<file path="src/rtl/irq_pin_servicer.sv">
module irq_pin_servicer #(
  parameter int NPINS        = 24,
  parameter int VEC_W        = 8,
  parameter int DEST_W       = 8,
  parameter int DMODE_W      = 3,
  parameter int STORM_LIMIT  = 10000,
  parameter int DEFER_CYCLES = 2500000,
  localparam int PIN_W = (NPINS > 1) ? $clog2(NPINS) : 1
) (
  input  logic               clk,
  input  logic               rst_n,
  input  logic               ev_valid,
  input  logic [PIN_W-1:0]   ev_pin,
  input  logic               ev_level,
  input  logic               cfg_we,
  input  logic [PIN_W-1:0]   cfg_pin,
  input  logic [VEC_W-1:0]   cfg_vector,
  input  logic [DEST_W-1:0]  cfg_dest,
  input  logic               cfg_dest_logical,
  input  logic [DMODE_W-1:0] cfg_dmode,
  input  logic               cfg_level_trig,
  input  logic               cfg_mask,
  input  logic               eoi_valid,
  input  logic [VEC_W-1:0]   eoi_vector,
  input  logic               eoi_level,
  output logic               dlv_valid,
  output logic [PIN_W-1:0]   dlv_pin,
  output logic [VEC_W-1:0]   dlv_vector,
  output logic [DEST_W-1:0]  dlv_dest,
  output logic               dlv_dest_logical,
  output logic [DMODE_W-1:0] dlv_dmode,
  output logic               dlv_level_trig,
  input  logic               dlv_taken
);
  localparam int CNT_W = $clog2(STORM_LIMIT + 1);
  localparam int TMR_W = $clog2(DEFER_CYCLES + 1);

  logic [VEC_W-1:0]   vec_q   [NPINS];
  logic [DEST_W-1:0]  dst_q   [NPINS];
  logic [DMODE_W-1:0] dmode_q [NPINS];
  logic [CNT_W-1:0]   cnt_q   [NPINS];
  logic [NPINS-1:0]   logical_q, lvl_q, mask_q, irr_q, rirr_q, svc_q;
  logic               tmr_run;
  logic [TMR_W-1:0]   tmr_cnt;

  logic [NPINS-1:0] deliverable, ready, grant, ev_dec, cfg_dec, eoi_hit, trip;
  logic fire, arm;

  assign ev_dec  = NPINS'(ev_valid) << ev_pin;
  assign cfg_dec = NPINS'(cfg_we) << cfg_pin;
  assign deliverable = ~mask_q & (~lvl_q | (irr_q & ~rirr_q));
  assign ready = svc_q & deliverable;
  assign grant = ready & (~ready + NPINS'(1));
  assign dlv_valid = |ready;
  assign fire = tmr_run && (tmr_cnt == '0);
  assign arm  = |trip;

  always_comb begin
    for (int p = 0; p < NPINS; p++) begin
      eoi_hit[p] = eoi_valid && eoi_level && lvl_q[p] && (vec_q[p] == eoi_vector);
      trip[p]    = eoi_hit[p] && !mask_q[p] && irr_q[p] &&
                   (cnt_q[p] == CNT_W'(STORM_LIMIT - 1));
    end
  end

  always_comb begin
    dlv_pin = '0;
    for (int p = 0; p < NPINS; p++)
      if (grant[p]) dlv_pin = PIN_W'(p);
  end

  assign dlv_vector       = vec_q[dlv_pin];
  assign dlv_dest         = dst_q[dlv_pin];
  assign dlv_dest_logical = logical_q[dlv_pin];
  assign dlv_dmode        = dmode_q[dlv_pin];
  assign dlv_level_trig   = lvl_q[dlv_pin];

  always_ff @(posedge clk) begin
    if (!rst_n) begin
      tmr_run   <= 1'b0;
      tmr_cnt   <= '0;
      logical_q <= '0;
      lvl_q     <= '0;
      mask_q    <= '1;
      irr_q     <= '0;
      rirr_q    <= '0;
      svc_q     <= '0;
      for (int p = 0; p < NPINS; p++) begin
        vec_q[p]   <= '0;
        dst_q[p]   <= '0;
        dmode_q[p] <= '0;
        cnt_q[p]   <= '0;
      end
    end else begin
      if (arm && (!tmr_run || fire)) begin
        tmr_run <= 1'b1;
        tmr_cnt <= TMR_W'(DEFER_CYCLES - 1);
      end else if (tmr_run) begin
        if (fire) tmr_run <= 1'b0;
        else      tmr_cnt <= tmr_cnt - 1'b1;
      end

      for (int p = 0; p < NPINS; p++) begin
        if (svc_q[p] && (!deliverable[p] || grant[p])) svc_q[p] <= 1'b0;
        if (grant[p] && lvl_q[p] && dlv_taken) rirr_q[p] <= 1'b1;

        if (fire && lvl_q[p] && irr_q[p] && !rirr_q[p]) svc_q[p] <= 1'b1;

        if (eoi_hit[p]) begin
          rirr_q[p] <= 1'b0;
          if (!mask_q[p] && irr_q[p]) begin
            if (trip[p]) cnt_q[p] <= '0;
            else begin
              cnt_q[p] <= cnt_q[p] + 1'b1;
              svc_q[p] <= 1'b1;
            end
          end else begin
            cnt_q[p] <= '0;
          end
        end

        if (ev_dec[p]) begin
          if (!ev_level) irr_q[p] <= 1'b0;
          else begin
            irr_q[p] <= 1'b1;
            if (lvl_q[p] ? !rirr_q[p] : !irr_q[p]) svc_q[p] <= 1'b1;
          end
        end

        if (cfg_dec[p]) begin
          vec_q[p]     <= cfg_vector;
          dst_q[p]     <= cfg_dest;
          dmode_q[p]   <= cfg_dmode;
          logical_q[p] <= cfg_dest_logical;
          lvl_q[p]     <= cfg_level_trig;
          mask_q[p]    <= cfg_mask;
          rirr_q[p]    <= 1'b0;
          if (cfg_level_trig && irr_q[p]) svc_q[p] <= 1'b1;
        end
      end
    end
  end

  p_deassert_clears_r2: assert property (@(posedge clk) disable iff (!rst_n)
    ev_valid && !ev_level |=> !irr_q[$past(ev_pin)]);

  p_level_blocked_r4: assert property (@(posedge clk) disable iff (!rst_n)
    dlv_valid && dlv_taken && dlv_level_trig && !eoi_valid && !cfg_we
    |=> !(dlv_valid && dlv_pin == $past(dlv_pin)));

  p_masked_silent_r5: assert property (@(posedge clk) disable iff (!rst_n)
    cfg_we && cfg_mask |=> !(dlv_valid && dlv_pin == $past(cfg_pin)));

  p_accept_sets_rirr_r6: assert property (@(posedge clk) disable iff (!rst_n)
    dlv_valid && dlv_taken && dlv_level_trig && !eoi_valid && !cfg_we
    |=> rirr_q[$past(dlv_pin)]);

  p_edge_eoi_keeps_r12: assert property (@(posedge clk) disable iff (!rst_n)
    eoi_valid && !eoi_level && !cfg_we && !dlv_valid |=> $stable(rirr_q));

  for (genvar g = 0; g < NPINS; g++) begin : g_chk
    p_cnt_bound_r8: assert property (@(posedge clk) disable iff (!rst_n)
      cnt_q[g] < CNT_W'(STORM_LIMIT));
  end
endmodule

</file>
<file path="config.mk">
export PLATFORM = sky130hd
export DESIGN_NAME = irq_pin_servicer
export DESIGN_NICKNAME = d
export VERILOG_FILES = /design/src/rtl/irq_pin_servicer.sv
export SDC_FILE = /design/constraint.sdc
export NUM_CORES = 2
export LEC_CHECK = 0
export BUFFER_PORTS_ARGS = -buffer_cell sky130_fd_sc_hd__buf_2
export CORE_MARGIN = 2
export CORE_UTILIZATION = 55
export CTS_CLUSTER_DIAMETER = 80
export DETAILED_ROUTE_END_ITERATION = 10
export GPL_TIMING_DRIVEN = 1
export PLACE_DENSITY = 0.75
export SETUP_SLACK_MARGIN = 0.5
export SLEW_MARGIN = 10
export SYNTH_ARGS = -nofsm -noshare
export SYNTH_HDL_FRONTEND = slang
export SYNTH_SLANG_ARGS = --single-unit
</file>
<file path="constraint.sdc">
create_clock -name clk -period 4.9 [get_ports clk]
set_input_delay 0.735 -clock clk [delete_from_list [all_inputs] [get_ports clk]]
set_output_delay 0.735 -clock clk [all_outputs]
set_load 0.02 [all_outputs]
</file>
==> qor.json <==
{
  "postSynthCellCount": 4437,
  "clk-insertion-delay-late_ns": 0.70,
  "layout_overhead_on_the_synthesized_area_pct": 17.28,
  "drt-total-wl_um": 137600,
  "report.final.slew_viol_count": 0,
  "post_synth_instance_area_um2": 48180,
  "postLayoutCoreUtil_pct": 65.14,
  "ys_warn_count": 0,
  "critical_path_required_ns": 4.16,
  "grt_max_degree": 69,
  "post-dp-hpwl_um": 90400,
  "clock_power_share_pct": 42.5,
  "timing.critical_path.max_delay_family": "simple AND/OR/NAND/NOR gates",
  "setup-violations-final": 0,
  "critical_path.endpoint_type": "primary output",
  "layout.nets": 4748,
  "wire_length_per_cell_after_detailed_routing_um": 23.22,
  "crit_type": "flip-flop to primary output",
  "dr.first_iter.drc_count": 4377,
  "class_of_the_tightest_hold_or_removal_check": "input pin to flip-flop",
  "worstPathArrival_ns": 4.09,
  "numClockSinks": 959,
  "overflow": 0,
  "timing.fmax_mhz": 207.2,
  "run_status": "finished, final reports clean",
  "initial_utilization_pct": 55.54,
  "number_of_filler_instances_in_the_final_layout": 6445,
  "number_of_optimization_iterations_in_the_first_detailed_route_pass": 7,
  "first_global_vias": 34717,
  "synth_cell_types": 74,
  "worst_clock_skew_ns": 0.05271,
  "vias": 36225,
  "mappedNetlistNets": 4510,
  "pwr-share-seq_pct": 51.6,
  "min_period_over_period_pct": 98.51,
  "synth-seq-area-share_pct": 56.30,
  "timing.slew.headroom_pct": 15.28,
  "drive_gt1_share_pct": 15.75,
  "synth.top_cell.area_share_pct": 49.36,
  "cts_root_buffer": "clkbuf_16",
  "chipWidth_um": 300.0,
  "finalCriticalPeriod_ns": 4.827,
  "max_slew.worst_pin.slew_ns": 1.262,
  "row_count": 108,
  "timing.critical_path.cells": "nor2b_4, o21a_4, nor4_4, buf_4, nand2_4, buf_4, nor3_4, a21o_1, nand3b_1, buf_4, nor2_2, a32o_1, a2111oi_4, buf_4",
  "num_io_pins": 75,
  "drc_errors": 0,
  "die_height_um": 300.0,
  "asyncSetResetFlopFracSynth_pct": 0,
  "grt_pass1_wl_um": 206500,
  "critPathMaxFanout": 10,
  "vias_per_cell": 6.114,
  "post_synth.cell_area_avg_um2": 10.86,
  "cp_slowest_cell": "a2111oi_4",
  "ff_latch_area_um2": 27170,
  "synth_top_area_cell": "edfxtp_1",
  "place.gp.congestion": 0.9825,
  "most_used_dff_post_synth": "edfxtp_1",
  "cellInternalPower_mw": 13.93,
  "cts.reportedPaths.clkPinSlew_ns": 0.06,
  "antenna_left": 0,
  "portBuffers": 74,
  "max_cap_violations": 0,
  "initial_antenna_violation_count": 10,
  "power.ir.vdd_worst_mv": 0.3509,
  "timing.final.hold_violations": 0,
  "postSynthRegisterBits": 959,
  "placed_cell_count": 5615,
  "floorplan.die_area_um2": 89990,
  "crit_top_cell": "buf_4",
  "total_leakage_power_nw": 19.83,
  "post_layout_power_mw": 18.22,
  "tritoncts_clock_tree": "yes",
  "number_of_enable_flip_flop_cells_after_synthesis": 792,
  "grt_usage_pct": 29.91,
  "cpPeakStageDelay_ns": 0.40,
  "worst-path-buf-inv": 4,
  "switching_power_mw": 4.287,
  "layout.cells.non_filler": 5925,
  "grt_setup_unrepaired": "true",
  "yosys-top-cells-area": "edfxtp_1 (49%), mux2i_1 (7.3%), dfxtp_1 (6.9%)",
  "final_cell_mix": "nor2_1 (842), edfxtp_1 (792), nand2_1 (368), mux2i_1 (293), xor2_1 (265)",
  "swShare_pct": 23.53,
  "layout_commonest_cell": "nor2_1",
  "fp.coreArea_um2": 86750,
  "htree_levels": 3,
  "cts.path.max_buffers": 3,
  "power_frac_comb_pct": 5.8,
  "power.density_nw_per_um2": 322.4,
  "start_kind": "flip-flop",
  "numCtsBuffers": 101,
  "totalNegativeSetupSlack_ns": 0,
  "multi_input_area_um2": 21020
}
synth_stat cells, types with 32 or more instances:
cell type	instances
edfxtp_1	792
a21oi_1	106
xnor2_1	224
nand4_1	82
nor2b_1	39
buf_2	35
dfxtp_1	167
xor2_1	265
nor2_1	850
and3_1	96
o21ai_0	65
nand2b_1	72
nand3_1	208
nand2_1	370
clkbuf_1	140
nor4_1	32
mux2i_1	352
nor3_1	70
inv_1	53
a211oi_1	37
per-layer routing:
layer  track usage [%]  up-vias  wire length (µm)
met5                 0        -               101
met3             5.831      441             13380
met2             46.52     1920             62360
met1             39.88    17504             53740
li1                  -    16346                 -
met4             15.89       14              8026
flip-flops by register name, summed over array words and instances (netlist names):
signal     cells
irr_q         24
lvl_q         24
rirr_q        24
logical_q     24
svc_q         24
dst_q        192
tmr_run        1
vec_q        192
tmr_cnt       22
mask_q        24
dmode_q       72
cnt_q        336
stage by stage:
step	instance area (µm²)	setup WS (ns)	hold WS (ns)
final	56510	0.07306	0.4562
after global routing	56500	0.02819	0.4758
after CTS	55400	0.1142	0.4218
after detailed placement	50340	0.1338	0.4515
after global placement	50340	0.2582	0.4436
after floorplan	48190	1.037	0.4357
cell type report:
class | count | area share [%]
multi-input combinational | 3209 | 37.20
antenna | 7 | 0.03100
timing repair buffer | 343 | 5.708
clock buffer | 127 | 4.716
timing repair inverter | 2 | 0.04871
tap | 1155 | 2.557
inverter | 59 | 0.4517
clock inverter | 64 | 1.198
sequential | 959 | 48.09
worst paths after layout:
path / startpoint / end / slack [ns] / cells past startpoint
worst max-delay path: irr_q[19]$_SDFFE_PN0P_ / dlv_vector[0] / 0.07 / 14
worst min-delay path: rst_n / mask_q[8]$_SDFFE_PN1P_ / 0.46 / 2
worst max register to register: vec_q[23][2]$_DFFE_PP_ / cnt_q[2][110]$_SDFFCE_PP0P_ / 1.26 / 7
worst min register to register: logical_q[5]$_SDFFE_PN0P_ / logical_q[5]$_SDFFE_PN0P_ / 0.46 / 2
power by group through the flow:
stage	registers, mW	clock network (mW)	logic, mW
after floorplan	9.49	0	0.634
after global placement	9.55	0	0.966
after detailed placement	9.56	0	0.976
after CTS	9.40	7.80	1.02
after global routing	9.44	8.12	1.12
final	9.41	7.75	1.06
timing repair:
| action | CTS | global route |
|---|---|---|
| hold buffers | 0 | 0 |
| setup endpoints to repair | 22 | 21 |
| pin swaps | 42 | 57 |
| buffers inserted | 49 | 47 |
| resized for setup | 205 | 147 |
| cloned | 13 | 3 |
logic make-up (layout without fill, tap and decap cells):
| group | after synthesis | count (layout) | synth area share, % |
|---|---|---|---|
| other | 0 | 7 | 0 |
| muxes | 353 | 353 | 7.336 |
| adders and majority gates | 25 | 25 | 0.6492 |
| and+or+nand+nor | 1960 | 1960 | 18.94 |
| DFF | 959 | 959 | 56.30 |
| AOI/OAI and AO/OA | 382 | 382 | 5.328 |
| buffers and inverters | 269 | 595 | 2.563 |
| xor gates and xnor gates | 489 | 489 | 8.888 |
(Power assumes the default switching activity.)
